## src/rtl/reload_timer_pkg.sv

```systemverilog
package reload_timer_pkg;
  localparam int BYTE_W = 8;
  localparam int CNT_W  = 2 * BYTE_W;

  typedef logic [BYTE_W-1:0] byte_t;
  typedef logic [CNT_W-1:0]  cnt_t;

  // register map (decoded by the bus side)
  localparam byte_t ADR_CTL    = 8'h88;
  localparam byte_t ADR_CNT_LO = 8'h8A;
  localparam byte_t ADR_RLD_LO = 8'h8B;
  localparam byte_t ADR_CNT_HI = 8'h8C;
  localparam byte_t ADR_RLD_HI = 8'h8D;

  // control bit positions
  localparam int CTL_GATE = 7;
  localparam int CTL_SRC  = 6;
  localparam int CTL_FLAG = 5;
  localparam int CTL_RUN  = 4;

  function automatic logic at_top(cnt_t c);
    return &c;
  endfunction

  function automatic cnt_t advance(cnt_t c, cnt_t rld);
    return at_top(c) ? rld : c + cnt_t'(1);
  endfunction
endpackage

```

## src/rtl/reload_timer_prescale.sv

```systemverilog
module reload_timer_prescale #(
  parameter int DIV = 12
) (
  input  logic clk,
  input  logic rst_n,
  output logic tick
);
  localparam int W = (DIV > 1) ? $clog2(DIV) : 1;
  logic [W-1:0] phase;

  assign tick = (phase == W'(DIV - 1));

  always_ff @(posedge clk) begin
    if (!rst_n)    phase <= '0;
    else if (tick) phase <= '0;
    else           phase <= phase + W'(1);
  end
endmodule

```

## src/rtl/reload_timer_sync.sv

```systemverilog
module reload_timer_sync #(
  parameter int STAGES = 2
) (
  input  logic clk,
  input  logic rst_n,
  input  logic pin_i,
  output logic level_o,
  output logic fall_o
);
  // sh[0..STAGES-1] synchronise, sh[STAGES] holds the previous sample
  logic [STAGES:0] sh;

  always_ff @(posedge clk) begin
    if (!rst_n) sh[0] <= 1'b1;
    else        sh[0] <= pin_i;
  end

  for (genvar i = 1; i <= STAGES; i++) begin : g_stage
    always_ff @(posedge clk) begin
      if (!rst_n) sh[i] <= 1'b1;
      else        sh[i] <= sh[i-1];
    end
  end

  assign level_o = sh[STAGES-1];
  assign fall_o  = sh[STAGES] & ~sh[STAGES-1];
endmodule

```

## src/rtl/reload_timer_core.sv

```systemverilog
module reload_timer_core
  import reload_timer_pkg::*;
(
  input  logic  clk,
  input  logic  rst_n,
  input  logic  step,
  input  logic  wr_cnt_lo,
  input  logic  wr_cnt_hi,
  input  logic  wr_rld_lo,
  input  logic  wr_rld_hi,
  input  logic  wr_flag,
  input  logic  flag_wdata,
  input  byte_t wdata,
  input  logic  ack,
  output cnt_t  cnt,
  output cnt_t  rld,
  output logic  flag,
  output logic  wrap
);
  logic cnt_wr;

  assign cnt_wr = wr_cnt_lo | wr_cnt_hi;
  assign wrap   = step & ~cnt_wr & at_top(cnt);

  always_ff @(posedge clk) begin
    if (!rst_n) begin
      cnt <= '0;
    end else if (cnt_wr) begin
      if (wr_cnt_lo) cnt[BYTE_W-1:0]     <= wdata;
      if (wr_cnt_hi) cnt[CNT_W-1:BYTE_W] <= wdata;
    end else if (step) begin
      cnt <= advance(cnt, rld);
    end
  end

  always_ff @(posedge clk) begin
    if (!rst_n) begin
      rld <= '0;
    end else begin
      if (wr_rld_lo) rld[BYTE_W-1:0]     <= wdata;
      if (wr_rld_hi) rld[CNT_W-1:BYTE_W] <= wdata;
    end
  end

  always_ff @(posedge clk) begin
    if (!rst_n)       flag <= 1'b0;
    else if (wrap)    flag <= 1'b1;
    else if (wr_flag) flag <= flag_wdata;
    else if (ack)     flag <= 1'b0;
  end
endmodule

```

## src/rtl/reload_timer.sv

```systemverilog
module reload_timer
  import reload_timer_pkg::*;
#(
  parameter int PRESCALE    = 12,
  parameter int SYNC_STAGES = 2
) (
  input  logic       clk,
  input  logic       rst_n,
  input  logic [7:0] reg_addr,
  input  logic       reg_we,
  input  logic [7:0] reg_wdata,
  output logic [7:0] reg_rdata,
  input  logic       count_pin,
  input  logic       gate_pin,
  input  logic       irq_ack,
  output logic       ovf_flag
);
  byte_t ctl;          // bit CTL_FLAG unused here, flag lives in core
  logic  pre_tick;
  logic  cnt_fall, cnt_lvl_unused;
  logic  gate_lvl, gate_fall_unused;
  logic  run, src_ext, step, wrap, flag;
  logic  wr_ctl, wr_cnt_lo, wr_cnt_hi, wr_rld_lo, wr_rld_hi;
  logic  cnt_wr, rld_wr;
  cnt_t  cnt, rld;

  assign wr_ctl    = reg_we & (reg_addr == ADR_CTL);
  assign wr_cnt_lo = reg_we & (reg_addr == ADR_CNT_LO);
  assign wr_cnt_hi = reg_we & (reg_addr == ADR_CNT_HI);
  assign wr_rld_lo = reg_we & (reg_addr == ADR_RLD_LO);
  assign wr_rld_hi = reg_we & (reg_addr == ADR_RLD_HI);
  assign cnt_wr    = wr_cnt_lo | wr_cnt_hi;
  assign rld_wr    = wr_rld_lo | wr_rld_hi;

  always_ff @(posedge clk) begin
    if (!rst_n)      ctl <= '0;
    else if (wr_ctl) ctl <= reg_wdata;
  end

  reload_timer_prescale #(.DIV(PRESCALE)) u_pre (
    .clk(clk), .rst_n(rst_n), .tick(pre_tick)
  );

  reload_timer_sync #(.STAGES(SYNC_STAGES)) u_cnt_sync (
    .clk(clk), .rst_n(rst_n), .pin_i(count_pin),
    .level_o(cnt_lvl_unused), .fall_o(cnt_fall)
  );

  reload_timer_sync #(.STAGES(SYNC_STAGES)) u_gate_sync (
    .clk(clk), .rst_n(rst_n), .pin_i(gate_pin),
    .level_o(gate_lvl), .fall_o(gate_fall_unused)
  );

  assign src_ext = ctl[CTL_SRC];
  assign run     = ctl[CTL_RUN] & (~ctl[CTL_GATE] | gate_lvl);
  assign step    = run & (src_ext ? cnt_fall : pre_tick);

  reload_timer_core u_core (
    .clk(clk), .rst_n(rst_n), .step(step),
    .wr_cnt_lo(wr_cnt_lo), .wr_cnt_hi(wr_cnt_hi),
    .wr_rld_lo(wr_rld_lo), .wr_rld_hi(wr_rld_hi),
    .wr_flag(wr_ctl), .flag_wdata(reg_wdata[CTL_FLAG]),
    .wdata(reg_wdata), .ack(irq_ack),
    .cnt(cnt), .rld(rld), .flag(flag), .wrap(wrap)
  );

  assign ovf_flag = flag;

  always_comb begin
    case (reg_addr)
      ADR_CTL: begin
        reg_rdata           = ctl;
        reg_rdata[CTL_FLAG] = flag;
      end
      ADR_CNT_LO: reg_rdata = cnt[BYTE_W-1:0];
      ADR_CNT_HI: reg_rdata = cnt[CNT_W-1:BYTE_W];
      ADR_RLD_LO: reg_rdata = rld[BYTE_W-1:0];
      ADR_RLD_HI: reg_rdata = rld[CNT_W-1:BYTE_W];
      default:    reg_rdata = '0;
    endcase
  end
endmodule

```

## config.mk

```make
export PLATFORM = sky130hd
export DESIGN_NAME = reload_timer
export DESIGN_NICKNAME = d
export VERILOG_FILES = /design/src/rtl/reload_timer_pkg.sv /design/src/rtl/reload_timer_prescale.sv /design/src/rtl/reload_timer_sync.sv /design/src/rtl/reload_timer_core.sv /design/src/rtl/reload_timer.sv
export SDC_FILE = /design/constraint.sdc
export NUM_CORES = 1
export LEC_CHECK = 0
export BUFFER_PORTS_ARGS = -buffer_cell sky130_fd_sc_hd__buf_2
export CAP_MARGIN = 20
export CORE_UTILIZATION = 56
export CTS_CLUSTER_SIZE = 25
export DETAILED_ROUTE_END_ITERATION = 10
export HOLD_SLACK_MARGIN = 0.03
export PLACE_DENSITY = 0.85
export REMOVE_ABC_BUFFERS = 1
export SLEW_MARGIN = 15
export SYNTH_ARGS = -nofsm -noshare
export SYNTH_HDL_FRONTEND = slang
export SYNTH_SLANG_ARGS = --single-unit
```

## constraint.sdc

```tcl
create_clock -name clk -period 7.71 [get_ports clk]
set_input_delay 1.9275 -clock clk [delete_from_list [all_inputs] [get_ports clk]]
set_output_delay 1.9275 -clock clk [all_outputs]
set_load 0.1 [all_outputs]
```

# == After elaboration in Yosys (flattened, before gate mapping) ==
# Index checks and enable logic that the tools add are counted.
# classes
addsub,2
reduce_logical,6
muxes,10
n_bitwise,16
n_eq_ne,8
# ops
operator,count
16-bit two-way mux,3
"8-bit equality test, second input constant",5
8-bit case mux with 5 select lines,1
"16-bit by 1-bit adder with 16-bit output, second input constant",1
8-bit two-way mux,2
16-bit AND reduction,1
1-bit AND,10
"4-bit by 1-bit adder with 4-bit output, second input constant",1
"4-bit equality test, second input constant",1
1-bit two-way mux,4
"2-bit by 1-bit inequality test with 1-bit output, second input constant",2
1-bit NOT,4
2-bit AND reduction,2
3-bit nonzero test,1
1-bit bitwise OR,2
2-bit nonzero test,1
2-bit OR reduction,1
# word_totals
ff_bits,50
output_inout_bits,9
wordCells,54

# == Longest topological paths before layout ==
# Gate-level depths: netlist (run 1).
# depth
depth_word,7
mapped_depth,8

# == Cells and area by module ==
# From an unflattened synthesis (run 1), not the netlist that was laid out.
# unflattened
cells_unflattened,345
hier_area_um2,2942.8
# modules_own_cells
module,seq_area_each_um2,area_per_inst_um2,cells_each,n_inst
reload_timer_core,660.6,1863.0,218,1
reload_timer,140.1,734.5,95,1
reload_timer_prescale,80.1,175.2,18,1
reload_timer_sync,60.1,85.1,7,2

# == Worst setup path before layout (run 1) ==
# No wires, ideal clock.
# synth_path
kind,in2out
startpoint,in reg_addr[5]
endpoint,out reg_rdata[5]
stages,4
slack_ps,1905
path_buffers,0
required_ps,5782
arrival_ps,3877
cell_sequence,or2_2 -> nor4_1 -> a222oi_1 -> nand2_1
# synth_between
elab_chain_len,2
elab_cells_between_ends,6
cone_classes,5 x eq/ne; 1 x mux
# synth_lines
element,line,rtl
from (decl),reload_timer.sv:9,"input logic [7:0] reg_addr,"
8-bit equality test,reload_timer.sv:70,case (reg_addr)
8-bit case mux with 5 select lines *,reload_timer.sv:70,
to (decl),reload_timer.sv:12,"output logic [7:0] reg_rdata,"
# Every way passes the cells marked *; elsewhere a longest branch is shown, timed or not.

# == Final worst setup path (run 1) ==
# layout_path
startpoint,in reg_addr[5]
endpoint,out reg_rdata[7]
# The elaborated chain is that of the path after synthesis.

==> results of run 1 <==
==> Yosys cell counts (7+ instances only) <==
master     n  share of area (%)
a21oi_1   32                5.8
a222oi_1   8                2.9
a22oi_1    8                2.2
clkbuf_1  16                2.2
dfxtp_1   49                 35
inv_1      8                1.1
nand2_1   55                7.4
nand2b_1   9                2.0
nand3_1   35                6.3
nand3b_1   7                1.9
nor2_1    12                1.6
nor4_1     7                1.6
o211ai_1   7                1.9
o21ai_0    9                1.6
==> state kept, by name, summed over array words and instances, names as in the netlist <==
signal and cells:
ctl 7, u_cnt_sync.level_o 1, u_cnt_sync.sh 2, u_core.cnt 16, u_core.flag 1, u_core.rld 16, u_gate_sync.level_o 1, u_gate_sync.sh 1
u_pre.phase 4
==> cells by family after synthesis <==
kind of cell / count (synthesis)
AND/OR/NAND/NOR: 160
adder cells (fa/ha/maj): 2
AO/OA/AOI/OAI: 91
flip-flops: 49
multiplexers: 6
XOR/XNOR: 8
buffers and inverters: 31
==> power groups by stage <==
stage / Clock [mW] / Combinational [mW] / Sequential [mW]
floorplan: 0 / 0.0109 / 0.263
global placement: 0 / 0.0268 / 0.263
detailed placement: 0 / 0.0277 / 0.263
CTS: 0.195 / 0.0278 / 0.257
global route: 0.206 / 0.0306 / 0.257
finish: 0.195 / 0.0286 / 0.257
==> layer usage <==
metal | share of wire [%] | wire (µm)
met1 | 42 | 3410
met2 | 47 | 3800
met3 | 8.0 | 641
met4 | 2.4 | 197
met5 | 0 | 0
==> final cells by class <==
type / count / area share [%]
inverters: 8 / 0.980
repair buffers: 35 / 6.12
clock buffers: 7 / 2.82
clock inverters: 1 / 0.980
multi-input cells: 267 / 54.4
flip-flops and latches: 49 / 32.0
well taps: 67 / 2.73
==> final timing paths <==
path              slack, ns  cells after the start              from                 end
setup / recovery       1.78                      7       reg_addr[5]        reg_rdata[7]
hold / removal         0.42                      1  u_cnt_sync.sh[0]  u_cnt_sync.level_o
setup reg to reg       5.12                      6     u_core.cnt[1]       u_core.cnt[1]
hold reg to reg        0.42                      1  u_cnt_sync.sh[0]  u_cnt_sync.level_o
==> metrics by stage <==
| step | power [mW] | hold slack, ns | instances | area (µm²) | util, % |
|---|---|---|---|---|---|
| finish | 0.481 | 0.419 | 434 | 3070 | 64.5 |
| global route | 0.494 | 0.431 | 434 | 3070 | 64.5 |
| detailed placement | 0.291 | 0.396 | 426 | 2950 | 62.0 |
| floorplan | 0.274 | 0.386 | 324 | 2680 | - |
| global placement | 0.290 | 0.388 | 426 | 2950 | 62.0 |
| CTS | 0.480 | 0.417 | 434 | 3070 | 64.5 |
==> run summary, run 1 <==
GRT Max-Usage Layer - met2
Global Route met3 Usage - 4.72%
die height - 72.4 µm
1st-iter DRT viols - 384
input/output buffers - 30
Net Sw Power - 0.110 mW
drt total wl - 8050 µm
Logic pwr share - 5.9%
max-capacitance violation count - 0
met1 Use GR - 42.7%
Post-Syn Area - 2780 µm²
global-route wire length before repair - 12900 µm
largest net degree at the start of global routing - 31
Die Wd - 72.4 µm
register share of total power - 53.5%
register area share after synthesis - 35.3%
worst path required time - 5.78 ns
Ys Warns - 0
Top FF cell, synth - dfxtp_1
endpoints failing setup - 0
H-tree depth - 2
number of synthesized flops with an enable pin - 0
leading cell type in the layout, fill and taps excluded - nand2_1
syn_area_per_cell - 8.00 µm²
DRT Pass-1 Iters - 5
Setup Fix Bufs, Post-CTS - 0
CORE AREA - 4750 µm²
most frequent cells in the layout - nand2_1 (55), dfxtp_1 (49), nand3_1 (35)
die area - 5250 µm²
clock root buffer - clkbuf_8
Synth Area in Compound Gates - 22.9%
post-synthesis register bit count - 49
final slew viol count - 0
Worst path most repeated cell - buf_2
HP Class - reg -> reg
Register Area - 981 µm²
Max Clk Rate - 0.169 GHz
CP arrival - 4.00 ns
Area Overhead vs Synth - 10.4%
RePlAce Congestion - 0.958
Max clock buf depth - 2
CTS buffer count - 5
Pleak - 1.10 nW
Internal Power - 0.371 mW
fin worst setup slack - 1.78 ns
Clock Sinks - 49
DP Wirelength - 5340 µm
placement-stage worst setup slack - 1.83 ns
Post-Synth XOR/XNOR Area - 2.52%
initial antenna violation count - 0
Via density - 6.58
final hold vios - 0
Final #Nets - 390
Crit Path Class - in -> out
crit end category - primary output
largest family of logic cells by synthesized area - simple AND/OR/NAND/NOR gates
Clock power frac - 40.6%
Worst setup SP type - input pin
Initial Utilization - 58.4%
vias post-DR - 2854
CTS tree - built
routed len/inst - 18.5 µm
RSZ-0062 raised after global routing - no
Tcrit/Tclk final - 76.9%
Worst VDD drop - 0.0879 mV
io pins - 31
critical path cell sequence - buf_2 -> or2_2 -> nor4_2 -> buf_4 -> a222oi_1 -> nand2_1 -> buf_2
CP max stage delay - 0.64 ns
area occupied by multi-input gates - 1670 µm²
Period minus WS final - 5.93 ns
M2 GR Usage - 50.9%
latest clock arrival within the worst-skew pair - 0.31 ns
Yosys cell types - 57
Mapped Cells - 347
critical path peak fanout - 11
PwrDens - 157 nW/µm²
PostCTS Resize Cnt - 0
outcome - completed
Slowest cell on crit path - nor4_2
Post-Synth Adder-Cell Area - 0.901%
n_diodes - 0
switch share - 22.9%
Post-synth ARST share - 0%
vias in the first global route - 2563
WP buf/inv - 3
Clk pin slew, worst setup/hold paths - 0.08 ns
layout cells sized above 1 - 16.1%
total track usage - 31.9%
FP Rows - 25
Fin Clk Skew - 0.00704 ns
setup total negative slack - 0 ns
Residual DRC - 0
critical path's top delay family - simple AND/OR/NAND/NOR gates
simple-gate share of the synthesized area - 31.4%
Routed Antenna Nets - 0
filler cell count - 428
Slew HR - 52.1%
total grt overflow - 0
actual slew at the worst max-slew pin - 0.713 ns
Hold Buf Count CTS - 0
mux share of post-synthesis cell area - 2.21%
Note: power is estimated with default switching activity, not from simulation.
==> inputs of run 2 (changes only) <==
--- a/config.mk
+++ b/config.mk
@@ -5,13 +5,14 @@
 export SDC_FILE = /design/constraint.sdc
 export NUM_CORES = 1
 export LEC_CHECK = 0
+export ABC_AREA = 1
 export BUFFER_PORTS_ARGS = -buffer_cell sky130_fd_sc_hd__buf_2
 export CAP_MARGIN = 20
-export CORE_UTILIZATION = 56
+export CORE_UTILIZATION = 53
 export CTS_CLUSTER_SIZE = 25
 export DETAILED_ROUTE_END_ITERATION = 10
 export HOLD_SLACK_MARGIN = 0.03
-export PLACE_DENSITY = 0.85
+export PLACE_DENSITY = 0.84
 export REMOVE_ABC_BUFFERS = 1
 export SLEW_MARGIN = 15
 export SYNTH_ARGS = -nofsm -noshare
==> constraint.sdc (replaced) <==
create_clock -name clk -period 5.1 [get_ports clk]
set_input_delay 1.275 -clock clk [delete_from_list [all_inputs] [get_ports clk]]
set_output_delay 1.275 -clock clk [all_outputs]
set_load 0.1 [all_outputs]
==> run 2 against run 1 <==
Register-to-register slack worse by 2.4 ns. Die area grew 12%. Clock-buffer cell count is 1 lower. Critical endpoint is now reg_rdata[6]. Global-route usage down 3.8 points.
==> run summary, run 2 <==
Synth area leader - dfxtp_1
Final #Nets - 518 (+33%)
Max clock buf depth - 2 (unchanged)
total grt overflow - 0 (unchanged)
HP Class - reg -> reg
most frequent cells in the layout - nand2_1 (128), inv_1 (57), nor2_1 (53)
post-route cell area - 3210 µm² (+4.7%)
number of synthesized flops with an enable pin - 0 (unchanged)
Routed Antenna Nets - 0 (unchanged)
Clock Sinks - 49 (unchanged)
routed len/inst - 13.8 µm (-25%)
Clk pin slew, worst setup/hold paths - 0.09 ns (about the same)
latest clock arrival within the worst-skew pair - 0.31 ns (about the same)
leading cell type in the layout, fill and taps excluded - nand2_1
drt total wl - 7810 µm (-3.0%)
Period minus WS final - 4.34 ns
crit end category - primary output
initial antenna violation count - 0 (unchanged)
register area share after synthesis - 33.1% (-2.2 points)
Register Area - 981 µm² (unchanged)
die height - 76.7 µm (+5.9%)
final slew viol count - 0 (unchanged)
placed inst area - 3110 µm² (+5.5%)
Worst setup SP type - input pin
io pins - 31 (unchanged)
Slew HR - 44.9% (-7.2 points)
PwrDens - 212 nW/µm² (+35%)
synth top area cells - dfxtp_1 (33%), nand2_1 (16%), nand3_1 (7.9%), inv_1 (7.2%), a21oi_1 (6.9%)
Die Wd - 76.7 µm (+5.9%)
H-tree depth - 2 (unchanged)
Via density - 5.33 (-19%)
top-count cell post-synth - nand2_1
Tot Pwr - 0.681 mW (+41%)
placement-stage worst setup slack - 0.766 ns (-1.07 ns)
total track usage - 28.0% (-3.8 points)
n_diodes - 0 (unchanged)
critical path peak fanout - 17 (+6)
Largest regs - u_core.cnt (16), u_core.rld (16), ctl (7)
Post-Syn Area - 2960 µm² (+6.6%)
Max Clk Rate - 0.230 GHz
Tcrit/Tclk final - 85.2%
CTS tree - built
PostCTS Resize Cnt - 0 (unchanged)
CORE AREA - 5240 µm² (+10%)
max-capacitance violation count - 0 (unchanged)
Commonest cells post-synth - nand2_1 (128), inv_1 (57), nor2_1 (53), dfxtp_1 (49), nand3_1 (47)
DRT Pass-1 Iters - 6 (+1)
global-route wire length before repair - 13300 µm (+3.1%)
final hold vios - 0 (unchanged)
Area Overhead vs Synth - 8.45%
endpoints failing setup - 0 (unchanged)
die area - 5890 µm² (+12%)
vias post-DR - 3014 (+5.6%)
setup total negative slack - 0 ns (unchanged)
Top FF cell, synth - dfxtp_1
Ys Warns - 0 (unchanged)
Residual DRC - 0 (unchanged)
actual slew at the worst max-slew pin - 0.824 ns (+0.111 ns)
Yosys cell types - 29 (-49%)
Initial Utilization - 56.5% (-1.9 points)
syn_area_per_cell - 6.29 µm² (-21%)
layout cells sized above 1 - 12.9% (-3.1 points)
CTS buffer count - 5 (unchanged)
fin util - 61.3% (-3.2 points)
RePlAce Congestion - 0.931 (-2.8%)
Hold Buf Count CTS - 0 (unchanged)
1st-iter DRT viols - 289 (-25%)
Crit Path Class - in -> out
CP arrival - 3.07 ns (-0.93 ns)
Worst VDD drop - 0.171 mV (+95%)
fin worst setup slack - 0.756 ns (-1.03 ns)
share of Yosys cell area claimed by the top area cell type - 33.1% (-2.2 points)
Pleak - 1.34 nW (+23%)
Mapped Cells - 471 (+36%)
RSZ-0062 raised after global routing - no
vias in the first global route - 2907 (+13%)
Setup Fix Bufs, Post-CTS - 0 (unchanged)
worst path required time - 3.83 ns (-1.95 ns)
area occupied by multi-input gates - 1660 µm² (-0.45%)
Post-synth ARST share - 0% (unchanged)
largest net degree at the start of global routing - 27 (-13%)
DP Wirelength - 5810 µm (+8.7%)
Fin Clk Skew - 0.00921 ns (+0.00216 ns)
input/output buffers - 30 (unchanged)
clock root buffer - clkbuf_8
outcome - completed
filler cell count - 501 (+17%)
post-synthesis register bit count - 49 (unchanged)
FP Rows - 26 (+4.0%)
## run 2: changes by cell type after synthesis, sizes merged, moves of 7 or more
cell    previous run  this run
nor2              12        59
a222oi             8         0
o211ai             7         0
nand3             35        47
a21oi             32        42
clkbuf            16         4
inv                8        62
o21ai             10        32
a22oi              8         0
nand2             55       135
nor4              10         0
nand2b             9         0
## run 2: worst paths after layout
kind	startpoint	end	slack [ns]	depth (start not counted)
worst max register to register	u_core.cnt[8]	u_core.cnt[9]	2.72	10
worst min-delay path	u_gate_sync.sh[0]	u_gate_sync.level_o	0.43	1
worst max-delay path	reg_addr[6]	reg_rdata[6]	0.76	11
worst min register to register	u_gate_sync.sh[0]	u_gate_sync.level_o	0.43	1
## run 2: worst max-delay path, stage by stage
cell and delay, ns:
buf_2 0.09, inv_1 0.04, nand2_1 0.07, nor2_4 0.17, nand2_1 0.13, nor3_4 0.53, nand2_1 0.10, nand2_1 0.10
nor2_1 0.05, o21ai_0 0.07, buf_2 0.45
## run 2: cell families after synthesis
family	after synthesis	synth area share [%]
xor+xnor	7	2.07
fa+ha+maj	2	0.845
flops	49	33.1
buf+inv	76	10.8
compound gates	81	14.3
simple gates	256	38.8
## run 2: stage by stage
step,instances,hold WS (ns)
3_3_place_gp,557,0.395
6_report,565,0.426
2_1_floorplan,457,0.392
4_1_cts,565,0.429
5_1_grt,565,0.443
3_5_place_dp,557,0.405
## run 2: metal layers
metal | track usage [%] | routed length [µm] | vias up
li1 | - | - | 1549
met1 | 35.9 | 3460 | 1340
met2 | 47.5 | 3690 | 116
met3 | 5.12 | 575 | 9
met4 | 8.46 | 84 | 0
met5 | 0 | 0 | -
## run 2: area by class of cell
class / count / area share [%]
Timing Repair Buffer: 30 / 4.68
Multi-Input combinational cell: 346 / 51.7
Inverter: 62 / 7.25
Tap cell: 70 / 2.73
Clock buffer: 6 / 2.57
Sequential cell: 49 / 30.6
Clock inverter: 2 / 0.546
## run 2: power breakdown
part           internal (mW)  switching (mW)
logic                 0.0122          0.0257
registers              0.387         0.00221
clock network          0.113           0.141
total                  0.512           0.169
==> inputs of run 3 (changes only) <==
--- a/config.mk
+++ b/config.mk
@@ -5,7 +5,6 @@
 export SDC_FILE = /design/constraint.sdc
 export NUM_CORES = 1
 export LEC_CHECK = 0
-export ABC_AREA = 1
 export BUFFER_PORTS_ARGS = -buffer_cell sky130_fd_sc_hd__buf_2
 export CAP_MARGIN = 20
 export CORE_UTILIZATION = 53
==> run 3 against run 2 <==
Via count is 3.9% lower. Die area is 6.0% lower. Clock power up 6%. Core utilization rose by 3.7 points. Critical path type unchanged. Critical endpoint is now reg_rdata[4]. Highest routed layer unchanged.
==> run summary, run 3 (same netlist as run 1, synthesis figures left out) <==
largest net degree at the start of global routing - 32 (+19%)
R2R Setup Slk - 2.56 ns (-0.16 ns)
Tot Pwr - 0.699 mW (+2.8%)
Setup Fix Bufs, Post-CTS - 0 (unchanged)
worst path required time - 3.83 ns (about the same)
max-capacitance violation count - 0 (unchanged)
clock root buffer - clkbuf_8
Via density - 6.69 (+25%)
Clk pin slew, worst setup/hold paths - 0.09 ns (about the same)
CTS buffer count - 5 (unchanged)
placed cell count - 426 (-24%)
drt total wl - 7990 µm (+2.3%)
Hold Path End - u_cnt_sync.level_o
total track usage - 31.3% (+3.2 points)
PwrDens - 220 nW/µm² (+4.0%)
vias post-DR - 2896 (-3.9%)
Worst setup SP type - input pin
Fin Clk Skew - 0.00894 ns (-0.000268 ns)
Pleak - 1.11 nW (-17%)
critical path cell sequence - buf_2 -> and3b_1 -> and4_1 -> a222oi_1 -> nand2_1 -> buf_12
Final Non-Filler Cells - 433 (-23%)
worst hold path depth - 1 (unchanged)
WP buf/inv - 2 (-1)
Clock Sinks - 49 (unchanged)
PostCTS Resize Cnt - 0 (unchanged)
critical path peak fanout - 17 (unchanged)
Tcrit/Tclk final - 82.7% (-2.4 points)
global-route wire length before repair - 12900 µm (-2.5%)
Largest regs - u_core.cnt (16), u_core.rld (16), ctl (7)
die area - 5530 µm² (-6.0%)
filler cell count - 434 (-13%)
DP Wirelength - 5650 µm (-2.6%)
CORE AREA - 4880 µm² (-6.8%)
Residual DRC - 0 (unchanged)
Worst VDD drop - 0.132 mV (-23%)
n_diodes - 0 (unchanged)
HP Class - reg -> reg
DRT Pass-1 Iters - 8 (+2)
Slowest cell on crit path - and4_1
die height - 74.4 µm (-3.0%)
CP max stage delay - 0.69 ns (+0.16 ns)
RePlAce Congestion - 0.944 (+1.3%)
Die Wd - 74.4 µm (-3.0%)
most frequent cells in the layout - nand2_1 (55), dfxtp_1 (49), nand3_1 (35)
latest clock arrival within the worst-skew pair - 0.31 ns (about the same)
Final #Nets - 390 (-25%)
total grt overflow - 0 (unchanged)
1st-iter DRT viols - 346 (+20%)
input/output buffers - 30 (unchanged)
RSZ-0062 raised after global routing - no
FP Rows - 25 (-3.8%)
Max Clk Rate - 0.237 GHz (+2.9%)
Routed Antenna Nets - 0 (unchanged)
reg-to-reg startpoint - u_core.cnt[0]
capturing point of the worst reg2reg path - u_core.cnt[1]
Max clock buf depth - 2 (unchanged)
H-tree depth - 2 (unchanged)
CTS tree - built
actual slew at the worst max-slew pin - 0.979 ns (+0.155 ns)
outcome - completed
hold_ws - 0.413 ns (-0.0124 ns)
min-delay src - u_cnt_sync.sh[0]
critical path's top delay family - simple AND/OR/NAND/NOR gates
endpoints failing setup - 0 (unchanged)
Slew HR - 34.7% (-10 points)
Area Overhead vs Synth - 14.2%
initial antenna violation count - 1 (+1)
leading cell type in the layout, fill and taps excluded - nand2_1
Initial Utilization - 56.9% (+0.40 points)
Period minus WS final - 4.22 ns (-0.124 ns)
Crit Path Class - in -> out
CP arrival - 2.95 ns (-0.12 ns)
final hold vios - 0 (unchanged)
io pins - 31 (unchanged)
layout cells sized above 1 - 16.1% (+3.2 points)
Reg2Reg Depth - 6 (-4)
final slew viol count - 0 (unchanged)
vias in the first global route - 2632 (-9.5%)
crit end category - primary output
routed len/inst - 18.5 µm (+34%)
setup total negative slack - 0 ns (unchanged)
Hold Buf Count CTS - 0 (unchanged)
-- run 3: cell count changes in the layout (fill, tap and decap cells not counted), sizes merged, moves of 9 or more --
cell    previous run  this run
nand2            135        55
o21ai             32        10
nor2              59        12
nand2b             0         9
nand3             47        35
inv               63         8
nor4               0        10
a21oi             42        32
-- run 3: per-layer routing --
metal | global-route usage [%] | wire length (µm) | vias to the layer above
met1 | 39.8 | 3070 | 1352
met4 | 16.4 | 305 | 0
met3 | 5.83 | 750 | 30
li1 | - | - | 1331
met2 | 50.4 | 3870 | 183
met5 | 0 | 0 | -
-- run 3: worst max-delay path by stage --
| stage | end | cells past startpoint | slack [ns] | startpoint |
|---|---|---|---|---|
| after global placement | reg_rdata[3] | 6 | 1.07 | reg_addr[6] |
| final | reg_rdata[4] | 6 | 0.88 | reg_addr[6] |
| after detailed placement | reg_rdata[4] | 6 | 0.92 | reg_addr[6] |
| after global routing | reg_rdata[3] | 6 | 0.78 | reg_addr[6] |
| after CTS | reg_rdata[4] | 6 | 0.91 | reg_addr[6] |
| after floorplan | reg_rdata[0] | 4 | 0.49 | reg_addr[5] |
-- run 3: power by group --
group | switching [mW] | internal [mW] | leakage, nW | total (mW)
Sequential | 0.00234 | 0.386 | 0.396 | 0.389
Combinational | 0.0282 | 0.0144 | 0.661 | 0.0427
Clock | 0.126 | 0.143 | 0.0540 | 0.268
Total | 0.156 | 0.543 | 1.11 | 0.699
-- run 3: worst reg2reg max path: cells and delay by family, from the launching register on --
kind | cells | cell delay [ns]
AO/OA/AOI/OAI | 2 | 0.25
flip-flops | 1 | 0.44
adder cells (fa/ha/maj) | 1 | 0.31
multiplexers | 1 | 0.37
AND/OR/NAND/NOR | 2 | 1.03
-- run 3: layout make-up --
class	count	area (µm²)	share of cell area, %
multi-input combinational	267	1670	52.5
sequential	49	981	30.9
timing repair buffer	35	308	9.70
tap	67	83.8	2.64
clock buffer	5	68.8	2.17
clock inverter	2	35.0	1.10
inverter	8	30.0	0.946
-- run 3: per-stage QoR --
| stage | utilization, % | setup WS [ns] | instance area, µm² |
|---|---|---|---|
| floorplan | - | 0.486 | 2680 |
| global placement | 62.9 | 1.07 | 3070 |
| detailed placement | 62.9 | 0.923 | 3070 |
| CTS | 65.0 | 0.913 | 3170 |
| global route | 65.0 | 0.784 | 3170 |
| finish | 65.0 | 0.880 | 3170 |
